<file path="src/rtl/spim_pkg.sv">
`timescale 1ns/1ps
package spim_pkg;

    localparam logic [8:0] A_CTRL  = 9'h000;
    localparam logic [8:0] A_SEL   = 9'h004;
    localparam logic [8:0] A_STAT  = 9'h008;
    localparam logic [8:0] A_LEVEL = 9'h01C;
    localparam logic [8:0] A_TXP   = 9'h100;
    localparam logic [8:0] A_RXP   = 9'h180;

    // control register bit positions
    localparam int C_EN     = 31;
    localparam int C_GO     = 30;
    localparam int C_MASTER = 28;
    localparam int C_IDLE   = 24;
    localparam int C_PHASE  = 21;
    localparam int C_CSVAL  = 12;
    localparam int C_CSSOFT = 11;

    // select/enable register bit positions
    localparam int S_RXEN = 31;
    localparam int S_TXEN = 30;
    localparam int S_IDX  = 18;

    // status register bit positions
    localparam int F_BUSY   = 31;
    localparam int F_READY  = 30;
    localparam int F_RXOVF  = 25;
    localparam int F_TXUNR  = 24;
    localparam int F_RXEMP  = 23;
    localparam int F_RXFULL = 22;
    localparam int F_TXEMP  = 21;
    localparam int F_TXFULL = 20;
    localparam int F_TXOVF  = 19;
    localparam int F_RXUNR  = 18;

    typedef struct packed {
        logic       enable;
        logic       master;
        logic [1:0] idle;
        logic       phase;
        logic       cs_val;
        logic       cs_soft;
        logic [4:0] len_m1;
    } ctrl_t;

    typedef struct packed {
        logic ready;
        logic rx_ovf;
        logic tx_unr;
        logic tx_ovf;
        logic rx_unr;
    } sticky_t;

endpackage

</file>
<file path="src/rtl/spim_fifo.sv">
`timescale 1ns/1ps
module spim_fifo #(
    parameter int WIDTH = 32,
    parameter int DEPTH = 4,
    parameter int CNT_W = $clog2(DEPTH + 1)
) (
    input  logic             clk,
    input  logic             rst_n,
    input  logic             push,
    input  logic [WIDTH-1:0] wdata,
    input  logic             pop,
    output logic [WIDTH-1:0] rdata,
    output logic [CNT_W-1:0] count,
    output logic             empty,
    output logic             full
);

    localparam int PTR_W = (DEPTH > 1) ? $clog2(DEPTH) : 1;

    typedef struct packed {
        logic [DEPTH-1:0][WIDTH-1:0] mem;
        logic [PTR_W-1:0]            rd;
        logic [PTR_W-1:0]            wr;
        logic [CNT_W-1:0]            cnt;
    } fifo_t;

    fifo_t q, d;
    logic  push_ok, pop_ok;

    function automatic logic [PTR_W-1:0] bump(input logic [PTR_W-1:0] p);
        return (p == PTR_W'(DEPTH - 1)) ? '0 : p + 1'b1;
    endfunction

    assign empty = (q.cnt == '0);
    assign full  = (q.cnt == CNT_W'(DEPTH));
    assign count = q.cnt;
    assign rdata = q.mem[q.rd];

    always_comb begin
        d       = q;
        push_ok = push && !full;
        pop_ok  = pop && !empty;
        if (push_ok) begin
            d.mem[q.wr] = wdata;
            d.wr        = bump(q.wr);
        end
        if (pop_ok) begin
            d.rd = bump(q.rd);
        end
        case ({push_ok, pop_ok})
            2'b10:   d.cnt = q.cnt + 1'b1;
            2'b01:   d.cnt = q.cnt - 1'b1;
            default: d.cnt = q.cnt;
        endcase
    end

    always_ff @(posedge clk or negedge rst_n) begin
        if (!rst_n) q <= '0;
        else        q <= d;
    end

    // level never exceeds the storage depth
    p_level_bound_r6: assert property (@(posedge clk) disable iff (!rst_n)
        q.cnt <= CNT_W'(DEPTH));

    // an empty FIFO is never popped by its owner
    p_pop_nonempty_r7: assert property (@(posedge clk) disable iff (!rst_n)
        pop |-> !empty);

endmodule

</file>
<file path="src/rtl/spim_shifter.sv">
`timescale 1ns/1ps
module spim_shifter #(
    parameter int DATA_W  = 32,
    parameter int CLK_DIV = 2,
    parameter int LEN_W   = $clog2(DATA_W)
) (
    input  logic              clk,
    input  logic              rst_n,
    input  logic              start,
    input  logic [LEN_W-1:0]  len_m1,
    input  logic [DATA_W-1:0] word,
    input  logic              phase_in,
    input  logic              idle_hi,
    input  logic              miso,
    output logic              busy,
    output logic              done,
    output logic [DATA_W-1:0] rx_word,
    output logic              sclk,
    output logic              mosi
);

    localparam int DIV_W  = (CLK_DIV > 1) ? $clog2(CLK_DIV) : 1;
    localparam int EDGE_W = LEN_W + 1;

    typedef struct packed {
        logic              busy;
        logic              sclk;
        logic              phase;
        logic [DIV_W-1:0]  div;
        logic [EDGE_W-1:0] edge_cnt;
        logic [EDGE_W-1:0] last;
        logic [DATA_W-1:0] tx;
        logic [DATA_W-1:0] rx;
    } sh_t;

    sh_t q, d;

    always_comb begin
        d    = q;
        done = 1'b0;
        if (!q.busy) begin
            d.sclk = idle_hi;
            if (start) begin
                d.busy     = 1'b1;
                d.div      = '0;
                d.edge_cnt = '0;
                d.last     = {len_m1, 1'b1};
                d.phase    = phase_in;
                d.tx       = word << (LEN_W'(DATA_W - 1) - len_m1);
                d.rx       = '0;
            end
        end else if (q.div == DIV_W'(CLK_DIV - 1)) begin
            d.div      = '0;
            d.sclk     = ~q.sclk;
            d.edge_cnt = q.edge_cnt + 1'b1;
            if (q.edge_cnt[0] == q.phase) begin
                d.rx = {q.rx[DATA_W-2:0], miso};
            end else if (q.edge_cnt != '0) begin
                d.tx = q.tx << 1;
            end
            if (q.edge_cnt == q.last) begin
                d.busy = 1'b0;
                done   = 1'b1;
            end
        end else begin
            d.div = q.div + 1'b1;
        end
    end

    always_ff @(posedge clk or negedge rst_n) begin
        if (!rst_n) q <= '0;
        else        q <= d;
    end

    assign busy    = q.busy;
    assign sclk    = q.sclk;
    assign mosi    = q.tx[DATA_W-1];
    assign rx_word = d.rx;

    // with no transfer running, the clock settles to the idle level
    p_idle_level_r4: assert property (@(posedge clk) disable iff (!rst_n)
        !q.busy |=> (q.sclk == $past(idle_hi)));

    // the end of a transfer always drops busy
    p_done_drops_busy_r3: assert property (@(posedge clk) disable iff (!rst_n)
        done |=> !q.busy);

endmodule

</file>
<file path="src/rtl/spi_link_master.sv">
`timescale 1ns/1ps
module spi_link_master #(
    parameter int DATA_W     = 32,
    parameter int FIFO_DEPTH = 4,
    parameter int CLK_DIV    = 2,
    parameter int NUM_CS     = 4
) (
    input  logic        clk,
    input  logic        rst_n,
    input  logic        reg_wr,
    input  logic        reg_rd,
    input  logic [8:0]  reg_addr,
    input  logic [31:0] reg_wdata,
    output logic [31:0] reg_rdata,
    output logic        spi_sclk,
    output logic        spi_mosi,
    input  logic        spi_miso,
    output logic [3:0]  spi_cs_n
);

    import spim_pkg::*;

    localparam int LEN_W = $clog2(DATA_W);
    localparam int SEL_W = $clog2(NUM_CS);
    localparam int CNT_W = $clog2(FIFO_DEPTH + 1);

    typedef struct packed {
        ctrl_t            ctrl;
        logic             rxen;
        logic             txen;
        logic [SEL_W-1:0] cs_idx;
        sticky_t          st;
    } regs_t;

    regs_t q, d;

    logic              wr_ctrl, wr_sel, wr_stat, wr_tx, rd_rx;
    logic              go_req, xfer_start;
    logic              tx_push, tx_pop, rx_push, rx_pop;
    logic              tx_ovf_evt, tx_unr_evt, rx_ovf_evt, rx_unr_evt;
    logic [DATA_W-1:0] tx_head, rx_head, sh_word, sh_rx;
    logic [CNT_W-1:0]  tx_cnt, rx_cnt;
    logic              tx_empty, tx_full, rx_empty, rx_full;
    logic              sh_busy, sh_done, sh_idle;
    logic              cs_drive;

    // bus decode and event generation
    always_comb begin
        wr_ctrl    = reg_wr && (reg_addr == A_CTRL);
        wr_sel     = reg_wr && (reg_addr == A_SEL);
        wr_stat    = reg_wr && (reg_addr == A_STAT);
        wr_tx      = reg_wr && (reg_addr == A_TXP);
        rd_rx      = reg_rd && (reg_addr == A_RXP);
        go_req     = wr_ctrl && reg_wdata[C_GO] && reg_wdata[C_EN];
        xfer_start = go_req && !sh_busy && (!q.txen || !tx_empty);
        tx_unr_evt = go_req && !sh_busy && q.txen && tx_empty;
        tx_pop     = xfer_start && q.txen;
        tx_push    = wr_tx && !tx_full;
        tx_ovf_evt = wr_tx && tx_full;
        rx_pop     = rd_rx && !rx_empty;
        rx_unr_evt = rd_rx && rx_empty;
        rx_push    = sh_done && q.rxen && !rx_full;
        rx_ovf_evt = sh_done && q.rxen && rx_full;
        sh_word    = q.txen ? tx_head : '0;
        sh_idle    = wr_ctrl ? reg_wdata[C_IDLE] : q.ctrl.idle[0];
    end

    // next register state
    always_comb begin
        d = q;
        if (wr_ctrl) begin
            d.ctrl.enable  = reg_wdata[C_EN];
            d.ctrl.master  = reg_wdata[C_MASTER];
            d.ctrl.idle    = reg_wdata[C_IDLE+1:C_IDLE];
            d.ctrl.phase   = reg_wdata[C_PHASE];
            d.ctrl.cs_val  = reg_wdata[C_CSVAL];
            d.ctrl.cs_soft = reg_wdata[C_CSSOFT];
            d.ctrl.len_m1  = reg_wdata[4:0];
        end
        if (wr_sel) begin
            d.rxen   = reg_wdata[S_RXEN];
            d.txen   = reg_wdata[S_TXEN];
            d.cs_idx = reg_wdata[S_IDX +: SEL_W];
        end
        if (wr_stat) begin
            d.st.ready  = q.st.ready  & ~reg_wdata[F_READY];
            d.st.rx_ovf = q.st.rx_ovf & ~reg_wdata[F_RXOVF];
            d.st.tx_unr = q.st.tx_unr & ~reg_wdata[F_TXUNR];
            d.st.tx_ovf = q.st.tx_ovf & ~reg_wdata[F_TXOVF];
            d.st.rx_unr = q.st.rx_unr & ~reg_wdata[F_RXUNR];
        end
        if (sh_done)    d.st.ready  = 1'b1;
        if (rx_ovf_evt) d.st.rx_ovf = 1'b1;
        if (tx_unr_evt) d.st.tx_unr = 1'b1;
        if (tx_ovf_evt) d.st.tx_ovf = 1'b1;
        if (rx_unr_evt) d.st.rx_unr = 1'b1;
    end

    always_ff @(posedge clk or negedge rst_n) begin
        if (!rst_n) q <= '0;
        else        q <= d;
    end

    // read data
    always_comb begin
        reg_rdata = '0;
        case (reg_addr)
            A_CTRL: begin
                reg_rdata[C_EN]              = q.ctrl.enable;
                reg_rdata[C_MASTER]          = q.ctrl.master;
                reg_rdata[C_IDLE+1:C_IDLE]   = q.ctrl.idle;
                reg_rdata[C_PHASE]           = q.ctrl.phase;
                reg_rdata[C_CSVAL]           = q.ctrl.cs_val;
                reg_rdata[C_CSSOFT]          = q.ctrl.cs_soft;
                reg_rdata[4:0]               = q.ctrl.len_m1;
            end
            A_SEL: begin
                reg_rdata[S_RXEN]            = q.rxen;
                reg_rdata[S_TXEN]            = q.txen;
                reg_rdata[S_IDX +: SEL_W]    = q.cs_idx;
            end
            A_STAT: begin
                reg_rdata[F_BUSY]   = sh_busy;
                reg_rdata[F_READY]  = q.st.ready;
                reg_rdata[F_RXOVF]  = q.st.rx_ovf;
                reg_rdata[F_TXUNR]  = q.st.tx_unr;
                reg_rdata[F_RXEMP]  = rx_empty;
                reg_rdata[F_RXFULL] = rx_full;
                reg_rdata[F_TXEMP]  = tx_empty;
                reg_rdata[F_TXFULL] = tx_full;
                reg_rdata[F_TXOVF]  = q.st.tx_ovf;
                reg_rdata[F_RXUNR]  = q.st.rx_unr;
            end
            A_LEVEL: begin
                reg_rdata[16 +: CNT_W] = rx_cnt;
                reg_rdata[0 +: CNT_W]  = tx_cnt;
            end
            A_RXP:   reg_rdata = rx_empty ? '0 : rx_head;
            default: reg_rdata = '0;
        endcase
    end

    // chip-select lines
    assign cs_drive = q.ctrl.cs_soft ? q.ctrl.cs_val : sh_busy;

    for (genvar i = 0; i < NUM_CS; i++) begin : g_cs
        assign spi_cs_n[i] = !(cs_drive && (q.cs_idx == SEL_W'(i)));
    end

    spim_fifo #(.WIDTH(DATA_W), .DEPTH(FIFO_DEPTH), .CNT_W(CNT_W)) i_txq (
        .clk   (clk),
        .rst_n (rst_n),
        .push  (tx_push),
        .wdata (reg_wdata),
        .pop   (tx_pop),
        .rdata (tx_head),
        .count (tx_cnt),
        .empty (tx_empty),
        .full  (tx_full)
    );

    spim_fifo #(.WIDTH(DATA_W), .DEPTH(FIFO_DEPTH), .CNT_W(CNT_W)) i_rxq (
        .clk   (clk),
        .rst_n (rst_n),
        .push  (rx_push),
        .wdata (sh_rx),
        .pop   (rx_pop),
        .rdata (rx_head),
        .count (rx_cnt),
        .empty (rx_empty),
        .full  (rx_full)
    );

    spim_shifter #(.DATA_W(DATA_W), .CLK_DIV(CLK_DIV), .LEN_W(LEN_W)) i_shift (
        .clk      (clk),
        .rst_n    (rst_n),
        .start    (xfer_start),
        .len_m1   (reg_wdata[LEN_W-1:0]),
        .word     (sh_word),
        .phase_in (reg_wdata[C_PHASE]),
        .idle_hi  (sh_idle),
        .miso     (spi_miso),
        .busy     (sh_busy),
        .done     (sh_done),
        .rx_word  (sh_rx),
        .sclk     (spi_sclk),
        .mosi     (spi_mosi)
    );

    // never more than one select line low
    p_one_select_r5: assert property (@(posedge clk) disable iff (!rst_n)
        $onehot0(~spi_cs_n));

    // a finished transfer leaves ready set and busy clear
    p_done_ready_r3: assert property (@(posedge clk) disable iff (!rst_n)
        sh_done |=> (q.st.ready && !sh_busy));

    // writing a full transmit FIFO flags overflow
    p_tx_overflow_r6: assert property (@(posedge clk) disable iff (!rst_n)
        (wr_tx && tx_full) |=> q.st.tx_ovf);

    // reading an empty receive FIFO flags underrun
    p_rx_underrun_r7: assert property (@(posedge clk) disable iff (!rst_n)
        (rd_rx && rx_empty) |=> q.st.rx_unr);

    // a start request while busy never pops the transmit FIFO
    p_busy_no_pop_r12: assert property (@(posedge clk) disable iff (!rst_n)
        (go_req && sh_busy) |=> $stable(tx_cnt) || (tx_cnt > $past(tx_cnt)));

endmodule

</file>
<file path="config.mk">
export PLATFORM = sky130hd
export DESIGN_NAME = spi_link_master
export DESIGN_NICKNAME = d
export VERILOG_FILES = /design/src/rtl/spim_pkg.sv /design/src/rtl/spim_fifo.sv /design/src/rtl/spim_shifter.sv /design/src/rtl/spi_link_master.sv
export SDC_FILE = /design/constraint.sdc
export NUM_CORES = 1
export LEC_CHECK = 0
export ABC_AREA = 1
export ABC_CLOCK_PERIOD_IN_PS = 2800
export CAP_MARGIN = 20
export CORE_MARGIN = 2
export CORE_UTILIZATION = 30
export CTS_CLUSTER_SIZE = 28
export DETAILED_ROUTE_END_ITERATION = 7
export GPL_ROUTABILITY_DRIVEN = 0
export MAX_ROUTING_LAYER = met4
export PLACE_DENSITY = 0.44
export SYNTH_ARGS = -nofsm -noshare
export SYNTH_HDL_FRONTEND = slang
export SYNTH_SLANG_ARGS = --single-unit
</file>
<file path="constraint.sdc">
create_clock -name clk -period 2.8 [get_ports clk]
set_input_delay 0.28 -clock clk [delete_from_list [all_inputs] [get_ports clk]]
set_output_delay 0.28 -clock clk [all_outputs]
set_load 0.01 [all_outputs]
</file>
Word-level counts from Yosys, hierarchy flattened
Index checks and enable logic that the tools add are counted.
{"block": "classes", "n_lt_le_gt_ge": 6, "n_eq_ne": 23, "n_div": 0, "reduce_logical": 56, "multipliers": 0, "n_mux": 59, "n_addsub": 11, "shifts": 1, "n_bitwise": 12}
{"cell": "$mux W32", "count": 9}
{"cell": "$bwmux W128", "count": 2}
{"cell": "$bmux W32 S2", "count": 2}
{"cell": "$demux W32 S2", "count": 2}
{"cell": "$mux W64", "count": 2}
{"cell": "$mux W77", "count": 1}
{"cell": "$shl A32 B5 Y32", "count": 1}
{"cell": "$logic_and A1 B1 Y1", "count": 29}
{"cell": "$eq A9 B9 Y1 const B", "count": 2}
{"cell": "$eq A2 B2 Y1 const B", "count": 8}
{"cell": "$pmux W2 S2", "count": 4}
{"cell": "$reduce_bool A2 Y1", "count": 8}
{"cell": "$mux W1", "count": 14}
{"cell": "$mux W2", "count": 7}
{"cell": "$lt A2 B3 Y1 const B", "count": 4}
{"cell": "$mux W6", "count": 2}
{"cell": "$pmux W3 S2", "count": 2}
{"cell": "$logic_not A1 Y1", "count": 10}
{"cell": "$eq A9 B3 Y1 const B", "count": 1}
{"cell": "$eq A9 B4 Y1 const B", "count": 1}
{"cell": "$eq A9 B5 Y1 const B", "count": 1}
{"cell": "$logic_not A9 Y1", "count": 1}
{"cell": "$pmux W1 S3", "count": 3}
{"cell": "$pmux W3 S3", "count": 1}
{"cell": "other kinds (26)", "count": 51}
{"block": "word_totals", "romBits": 0, "out_inout_bits": 38, "regBits": 371, "elab_cells": 205, "latch_bits": 0, "mem_count": 0, "input_bits": 46, "mem_bits_rw": 0}

Logic depth before layout (Yosys ltp)
Gate-level depths: netlist of run 1.
{"block": "depth", "word_depth": 10, "ltp_mapped": 16, "ltp_nobuf": 15}

By module
A second synthesis of run 1 with hierarchy kept.
{"block": "unflattened", "hier_cells": 2778, "area_unflattened_um2": 20732.4}
{"module": "spim_fifo (i_rxq)", "seq_area_each_um2": 3378.2, "instances": 1, "cells_per_inst": 872, "area_each_um2": 6890.4}
{"module": "spim_fifo (i_txq)", "seq_area_each_um2": 3378.2, "instances": 1, "cells_per_inst": 872, "area_each_um2": 6865.3}
{"module": "spim_shifter", "seq_area_each_um2": 2001.9, "instances": 1, "cells_per_inst": 722, "area_each_um2": 5121.2}
{"module": "spi_link_master", "seq_area_each_um2": 525.5, "instances": 1, "cells_per_inst": 312, "area_each_um2": 1855.5}

Worst setup path after synthesis of run 1
No wires, ideal clock.
{"block": "synth_path", "path_kind": "register to register", "from": "reg i_shift.q[70] (netlist name)", "to": "reg i_rxq.q, in the netlist i_rxq.count[2]", "path_stages_with_launch": 13, "path_buffers": 2, "slack_ns": 0.176, "required_time_ns": 2.669, "setup_ns": 0.131, "arrival_time_ns": 2.493, "cell_sequence": "dfrtp_1 xor2_1 nor3_2 nand4_1 nor2_2 nand3_4 buf_6 buf_2 ha_1 fa_1 a21oi_1 o21ai_0 xor2_1"}
{"block": "synth_between", "elab_chain_len": 9, "elab_cells_between_ends": 11, "classes_between": "eq/ne (3); mux (4); reduce/logical (4)"}
{"element": "start: declaration", "line_no": "spim_shifter.sv:36", "source": "sh_t q, d;"}
{"element": "start signal: assignment", "line_no": "spim_shifter.sv:71", "source": "if (!rst_n) q <= '0;"}
{"element": "start signal: assignment", "line_no": "spim_shifter.sv:72", "source": "else q <= d;"}
{"element": "$eq A6 B6 Y1 (*)", "line_no": "spim_shifter.sv:61", "source": "if (q.edge_cnt == q.last) begin"}
{"element": "$mux W1 (*)", "line_no": "spim_shifter.sv:61"}
{"element": "$mux W1 (*)", "line_no": "spim_shifter.sv:52", "source": "end else if (q.div == DIV_W'(CLK_DIV - 1)) begin"}
{"element": "$mux W1 (*)", "line_no": "spim_shifter.sv:41", "source": "if (!q.busy) begin"}
{"element": "$logic_and A1 B1 Y1 (*) (2 in series)", "line_no": "spi_link_master.sv:62", "source": "rx_push = sh_done && q.rxen && !rx_full;"}
{"element": "$logic_and A1 B1 Y1 (*)", "line_no": "spim_fifo.sv:41", "source": "push_ok = push && !full;"}
{"element": "$eq A2 B1 Y1 / $eq A2 B2 Y1 (equally long branches)", "line_no": "spim_fifo.sv:50", "source": "case ({push_ok, pop_ok})"}
{"element": "$pmux W3 S2 / $reduce_bool A2 Y1 (equally long branches)"}
{"element": "end: declaration", "line_no": "spim_fifo.sv:27", "source": "fifo_t q, d;"}
Mark *: on every way between the ends. The rest lies on a longest branch, timed or not.
A chain may end at the register's enable or synchronous reset.

Worst setup path after layout of run 1
{"block": "layout_path", "from": "in reg_addr[3]", "to": "out reg_rdata[19]"}
{"block": "layout_between", "elab_chain_len": 2, "elab_cells_between_ends": 4, "classes_between": "eq/ne (3); mux (1)"}
{"element": "start: declaration", "line_no": "spi_link_master.sv:12", "source": "input logic [8:0] reg_addr,"}
{"element": "$eq A9 B9 Y1, or another cell as far along", "line_no": "spi_link_master.sv:107", "source": "case (reg_addr)"}
{"element": "$pmux W1 S3 (*)", "line_no": "spi_link_master.sv:107"}
{"element": "end: declaration", "line_no": "spi_link_master.sv:14", "source": "output logic [31:0] reg_rdata,"}
Marked as above.

==> impl_metrics.json, run 1 <==
{
  "nNetsFinal": 2662,
  "seq_power_share_pct": 43.4,
  "clkTransAtPathRegs_ps": 50,
  "synth_cells": 2503,
  "max_freq_mhz": 363,
  "tns_ps": 0,
  "min_period_ps": 2750,
  "power.density_nw_per_um2": 565,
  "switching_power_uw": 3600,
  "dpl.hpwl_um": 43200,
  "synth_area_um2": 19200,
  "skew_ps": 32.5,
  "synth_edf_count": 0,
  "route.detailed.wl_per_inst_um": 18.4,
  "slew_viol_final": 0,
  "cts.sinks": 371,
  "p_sw_share_pct": 27.4,
  "p_leak_uw": 0.0106,
  "via_per_inst": 4.92,
  "cts_buffers": 46,
  "p_int_uw": 9540,
  "overflow": 0,
  "timing.max_slew.rel_slack_pct": 60.4,
  "yosysSeqAreaShare_pct": 48.4,
  "grt_pass1_vias": 16900,
  "ir_worst_vdd_mv": 0.404,
  "route.antenna.remaining_nets": 0,
  "cts_tree": "done",
  "grt_max_degree": 95,
  "syn2layout_area_growth_pct": 21.3,
  "rsz0062_at_grt": "yes",
  "cts_root_buf": "clkbuf_16",
  "synth_seq_cells": 371,
  "worstPathRequired_ps": 2520,
  "syn_area_per_cell_um2": 7.66,
  "dpl_worst_slack_ps": -162,
  "worst-setup-path-type": "in2out",
  "rows": 92,
  "die_width_um": 257,
  "core_area_um2": 63100,
  "clk_latency_ps": 610,
  "drtIter0Drc": 1444,
  "post_dp_cell_area_um2": 21500,
  "grt_pass1_wl_um": 102000,
  "hold_viol_final": 0,
  "finalWirelength_um": 64000,
  "min_path_type": "in2async",
  "port-buffer-count": 83,
  "synth_nets": 2565,
  "tightest_slew_ps": 594,
  "p_comb_share_pct": 10.8,
  "path_max_fanout": 5,
  "die_h_um": 257,
  "r2r-end": "i_rxq.count[2]",
  "reg2regPathDepth": 11,
  "crit_path_start_kind": "input port",
  "max_cap_violations": 0,
  "worstPathArrival_ps": 2470,
  "async_flop_share_pct": 100,
  "rrSetupSlack_ps": 210,
  "antenna_cells": 0,
  "fillerInstances": 6707,
  "design.die.area_um2": 66000,
  "finalSetupViolCount": 0,
  "clockBufferDepth": 3,
  "drive_gt1_share_pct": 10.5,
  "yosys_warnings": 0,
  "power_frac_clock_pct": 45.8,
  "drt_first_pass_iters": 5,
  "num_vias": 17100,
  "ff_latch_area_um2": 9290,
  "multi_input_area_um2": 8310,
  "start_util_pct": 30.4,
  "layout_setup_ws_ps": 46.1,
  "synthFlopType": "dfrtp_1",
  "end_kind": "primary output",
  "r2r-start": "i_shift.q[72]",
  "cts_max_level": 2,
  "drt_drc_violations_left": 0,
  "status": "completed",
  "track_usage_pct": 20.2,
  "fin_crit_sh_pct": 98.4,
  "ioPinCount": 84,
  "antenna_found_initial": 0,
  "final_cell_area_um2": 23300,
  "synth_cell_type_count": 45
}
[how the worst max path moves through the flow]
stage | from | to | slack [ps] | cells past startpoint
2_1_floorplan | i_shift.q[70] | i_rxq.count[2] | 180 | 12
3_3_place_gp | reg_addr[5] | i_txq.count[2] | -160 | 15
3_5_place_dp | reg_addr[5] | i_txq.count[2] | -160 | 15
4_1_cts | i_rxq.q[5] | reg_rdata[5] | -70 | 6
5_1_grt | reg_addr[3] | reg_rdata[19] | -130 | 9
6_report | reg_addr[3] | reg_rdata[19] | 50 | 9
[cell usage in the layout, fill, tap and decap left out, types with 5 or more instances in the layout]
cell type / netlist / routed
o21ai_0: 375 / 358
nand3_1: 318 / 318
clkbuf_8: 0 / 11
o211ai_1: 7 / 7
clkbuf_16: 0 / 47
buf_12: 0 / 21
buf_4: 3 / 96
nand2_1: 626 / 626
a21oi_1: 164 / 164
nor2_1: 61 / 61
clkbuf_1: 101 / 17
nor3_1: 10 / 9
xor2_1: 6 / 6
xnor2_1: 5 / 5
clkinv_2: 0 / 5
clkdlybuf4s50_1: 0 / 54
nand4_1: 6 / 6
ha_1: 14 / 14
dlymetal6s2s_1: 0 / 15
dlygate4sd2_1: 0 / 13
inv_2: 7 / 7
o21ai_2: 30 / 32
nor2_2: 10 / 6
inv_1: 236 / 234
nor2_4: 5 / 9
or2_2: 10 / 10
o21ai_1: 47 / 62
dfrtp_1: 371 / 368
[per-layer routing]
metal / vias to the layer above / part of all wire (%) / GRT usage, %
met3: 82 / 3.9 / 2.13
li1: 8424 / - / -
met5: - / 0 / -
met2: 351 / 46 / 31.7
met4: 0 / 2.1 / 4.86
met1: 8281 / 48 / 27.9
[cells in the mapped netlist, types with 2 or more instances]
master / n / share of area (%)
dfrtp_1: 371 / 48
o22a_1: 2 / 0.091
o21ai_0: 375 / 9.8
nand3_1: 318 / 8.3
nor3_4: 2 / 0.17
clkbuf_1: 101 / 2.0
buf_2: 25 / 0.65
buf_6: 8 / 0.47
nor2_4: 5 / 0.29
o21ai_2: 30 / 1.4
xor2_1: 6 / 0.27
nor2_2: 10 / 0.33
nand4_1: 6 / 0.20
nand2_2: 4 / 0.13
nand2_4: 2 / 0.12
nand2_1: 626 / 12
or2_2: 10 / 0.33
nor2_1: 61 / 1.2
o21ai_1: 47 / 1.2
o22ai_1: 6 / 0.20
buf_4: 3 / 0.12
buf_1: 22 / 0.43
a21oi_1: 164 / 4.3
inv_2: 7 / 0.14
fa_1: 2 / 0.21
nor3_1: 10 / 0.26
ha_1: 14 / 0.91
o211ai_1: 7 / 0.27
inv_1: 236 / 4.6
xnor2_1: 5 / 0.23
clkinv_1: 4 / 0.078
[cell families after synthesis]
kind of cell    share of synthesized area (%)
compound gates                           17.5
xor+xnor                                0.502
fa+ha+maj                                1.12
buf+inv                                  8.51
flops                                    48.4
mux                                    0.0587
simple gates                             23.9
[layout make-up]
class,instances,share of cell area (%)
clock buffer,74,5.88
clock inverter,10,0.608
inverter,247,4.02
multi-input combinational,1725,35.7
sequential,371,39.9
tap,846,4.55
timing repair buffer,209,9.29
[registers in the layout, summed over array words and instances, names as in the netlist]
| register | flops |
|---|---|
| i_shift.q | 77 |
| i_shift.busy | 1 |
| i_rxq.q | 132 |
| q | 21 |
| i_txq.count | 3 |
| i_shift.sclk | 1 |
| i_rxq.count | 3 |
| i_txq.q | 132 |
| i_shift.mosi | 1 |
[what timing repair did]
action	in CTS	in global routing
gates cloned	2	1
pin swaps	4	1
gates resized for setup	40	28
hold buffers	1	0
hold endpoints to repair	46	0
setup buffers	6	4
setup endpoints to repair	31	20
[worst max-delay path, cell delays in order]
cell	delay [ps]
clkdlybuf4s50_1	560
nand2_1	70
nor3_1	190
nand4_1	280
inv_1	180
buf_4	160
a32oi_1	60
o21ai_1	120
clkdlybuf4s50_1	570
[power by group through the flow]
| stage | combinational (uW) | sequential, uW | clock [uW] |
|---|---|---|---|
| floorplan | 819 | 5750 | 0 |
| global placement | 1390 | 5800 | 0 |
| detailed placement | 1390 | 5800 | 0 |
| CTS | 1430 | 5710 | 6190 |
| global route | 1590 | 5730 | 6410 |
| finish | 1420 | 5710 | 6010 |
[metrics by stage]
stage | utilization (%) | hold slack (ps) | power (uW) | std cells
3_3_place_gp | 34.0 | 237 | 7190 | 3384
5_1_grt | 36.9 | 237 | 13700 | 3482
4_1_cts | 36.7 | 199 | 13300 | 3477
6_report | 36.9 | 212 | 13100 | 3482
3_5_place_dp | 34.0 | 237 | 7190 | 3384
2_1_floorplan | - | -15.6 | 6570 | 2503
Power figures use the tool's default switching activity.
==> run 2: changes to the inputs <==
Settings changed: CORE_UTILIZATION 30 to 25, PLACE_DENSITY 0.44 to 0.38, SYNTH_HIERARCHICAL set to 1.
==> run 2 against run 1 <==
First-iteration DRC count up 3.0%. Via count increased by 11%. Clock-buffer cell count shrank 6. Power fell by 2.7%. Sequential power shrank 5.3%. Core utilization shrank 6.8 points. Highest routed layer unchanged. Synthesized cell count is 11% higher. Register-to-register slack barely moved. Fmax up 0.15%. Cell area is 6.3% higher. Critical endpoint is now reg_rdata[16]. Final cell count grew 12%.
==> impl_metrics.json, run 2 <==
{
  "port-buffer-count": 83,
  "synth_cells": 2778,
  "finalSetupViolCount": 0,
  "cts_buffers": 48,
  "syn2layout_area_growth_pct": 19.2,
  "grt_max_degree": 134,
  "overflow": 0,
  "cts_root_buf": "clkbuf_16",
  "drtIter0Drc": 1488,
  "skew_ps": 54.8,
  "track_usage_pct": 17.8,
  "route.antenna.remaining_nets": 0,
  "ir_worst_vdd_mv": 0.352,
  "dpl.hpwl_um": 46200,
  "dpl_worst_slack_ps": -7.60,
  "cts_max_level": 2,
  "synth_compound_area_share_pct": 8.75,
  "yosysSeqAreaShare_pct": 44.8,
  "finalPower_uw": 12800,
  "synth_seq_cells": 371,
  "min_period_ps": 2750,
  "synth_area_leader_cell": "dfrtp_1",
  "worstPathRequired_ps": 2520,
  "hold_viol_final": 0,
  "finalWirelength_um": 74500,
  "fin_crit_sh_pct": 98.2,
  "tightest_slew_ps": 871,
  "post_dp_cell_area_um2": 22800,
  "slew_viol_final": 0,
  "power.density_nw_per_um2": 517,
  "min_path_type": "in2async",
  "layout_setup_ws_ps": 50.1,
  "yosysMostFrequentCell": "nand2_1",
  "drt_first_pass_iters": 6,
  "synth_cell_type_count": 45,
  "synth_common_cells": "nand2_1, dfrtp_1, nand4_1, inv_1, nand3_1",
  "max_freq_mhz": 364,
  "die_h_um": 292,
  "placedCellCount": 3799,
  "syn_area_per_cell_um2": 7.46,
  "synth_edf_count": 0,
  "yosys_warnings": 6,
  "end_kind": "primary output",
  "max_cap_violations": 0,
  "p_leak_uw": 0.0124,
  "final_cell_mix": "nand2_1, dfrtp_1, nand4_1",
  "clk_latency_ps": 620,
  "grt_pass1_vias": 18700,
  "synth_adder_area_share_pct": 1.04,
  "ioPinCount": 84,
  "synthFlopType": "dfrtp_1",
  "die_width_um": 292,
  "rows": 105,
  "drive_gt1_share_pct": 10.2,
  "clkTransAtPathRegs_ps": 60,
  "core_area_um2": 82100,
  "worstPathArrival_ps": 2470,
  "path_max_fanout": 16,
  "synthSimpleGateAreaFrac_pct": 33.8,
  "grt_pass1_wl_um": 116000,
  "mostFrequentLayoutCell": "nand2_1",
  "status": "completed",
  "yosys-top-cells-area": "dfrtp_1, nand2_1, nand4_1",
  "cts_tree": "done",
  "synth_nets": 2840,
  "muxShareOfSynthArea_pct": 0.0543,
  "via_per_inst": 4.86,
  "crit_path_start_kind": "flip-flop",
  "synth_top_area_share_pct": 44.8,
  "final_cell_area_um2": 24700,
  "antenna_found_initial": 1,
  "synth_xor_area_share_pct": 0.253,
  "timing.max_slew.rel_slack_pct": 41.3,
  "drt_drc_violations_left": 0,
  "cts.sinks": 371,
  "synth_top_family_by_area": "simple AND/OR/NAND/NOR gates",
  "clockBufferDepth": 3,
  "layout.cells.non_filler": 3904,
  "design.die.area_um2": 85200,
  "num_vias": 19000,
  "worst-setup-path-type": "reg2out",
  "async_flop_share_pct": 100,
  "start_util_pct": 25.2,
  "route.detailed.wl_per_inst_um": 19.1,
  "synth_area_um2": 20700,
  "nNetsFinal": 2856,
  "tns_ps": 0,
  "largest_registers": "i_rxq/q x132, i_txq/q x132, i_shift/q x77",
  "rrSetupSlack_ps": 220
}
## run 2: cell count changes in the layout (fill, tap and decap cells not counted), sizes merged, moves of 24 or more
cell	change
o22ai	+24
nand2	+332
o211ai	+62
o21ai	-360
a21oi	-48
nand4	+265
nand3	-103
inv	+29
## run 2: worst paths after layout
check | end | from | cells past startpoint
max | reg_rdata[16] | i_rxq/q[5] | 8
min | i_txq/q[12] | rst_n | 2
max reg2reg | i_rxq/count[1] | i_shift/q[71] | 14
min reg2reg | i_txq/q[11] | i_txq/q[11] | 2
max in group asynchronous | i_shift/q[9] | rst_n | 3
min in group clk | i_txq/q[117] | reg_wdata[14] | 3
## run 2: cell families (layout without fill, tap and decap cells)
| group | count (synthesis) | after routing |
|---|---|---|
| AOI/OAI and AO/OA | 316 | 316 |
| xor gates and xnor gates | 6 | 6 |
| adders and majority gates | 16 | 16 |
| buffers and inverters | 522 | 577 |
| DFF | 371 | 371 |
| muxes | 1 | 1 |
| other | 0 | 1 |
| and+or+nand+nor | 1546 | 1546 |
## run 2: critical path, cell delays in order (launching register included)
cell and delay, ps:
dfrtp_4 550, buf_12 190, buf_4 160, a21oi_1 130, o21ai_0 90, nand2_1 70, nand2_1 60, nand2_1 80
clkdlybuf4s50_1 530
## run 2: power by group
group	leakage (uW)	switching, uW	internal [uW]
sequential	0.00427	22.0	5390
clock	0.000833	2660	4040
combinational	0.00734	465	201
total	0.0124	3150	9640
## run 2: timing repair
| item | CTS | global route |
|---|---|---|
| endpoints found under the setup margin | 32 | 124 |
| hold endpoints to repair | 63 | 0 |
| setup buffers | 8 | 5 |
| pin swaps | 1 | 8 |
| cloned | 1 | 1 |
| gates resized for setup | 30 | 23 |
| hold buffers | 1 | 0 |
## run 2: through the flow
stage	util [%]	hold WS (ps)
2_1_floorplan	-	-15.6
3_3_place_gp	27.8	302
3_5_place_dp	27.8	304
4_1_cts	30.0	240
5_1_grt	30.1	252
6_report	30.1	204
## run 2: final cells by class
| type | count | area (um2) |
|---|---|---|
| Timing Repair Buffer | 218 | 2200 |
| Antenna cell | 1 | 2.50 |
| Tap cell | 1070 | 1340 |
| Clock inverter | 21 | 307 |
| Fill cell | 8801 | 57400 |
| Inverter | 270 | 1020 |
| Multi-Input combinational cell | 1885 | 9150 |
| Clock buffer | 68 | 1400 |
| Sequential cell | 371 | 9300 |
## run 2: per-layer routing
metal,wire length [um],share of wire [%],GRT usage [%],up-vias
li1,-,-,-,9168
met1,34100,46,23.6,9312
met2,35900,48,29.0,402
met3,2810,3.8,2.09,108
met4,1730,2.3,4.59,0
met5,0,0,-,-
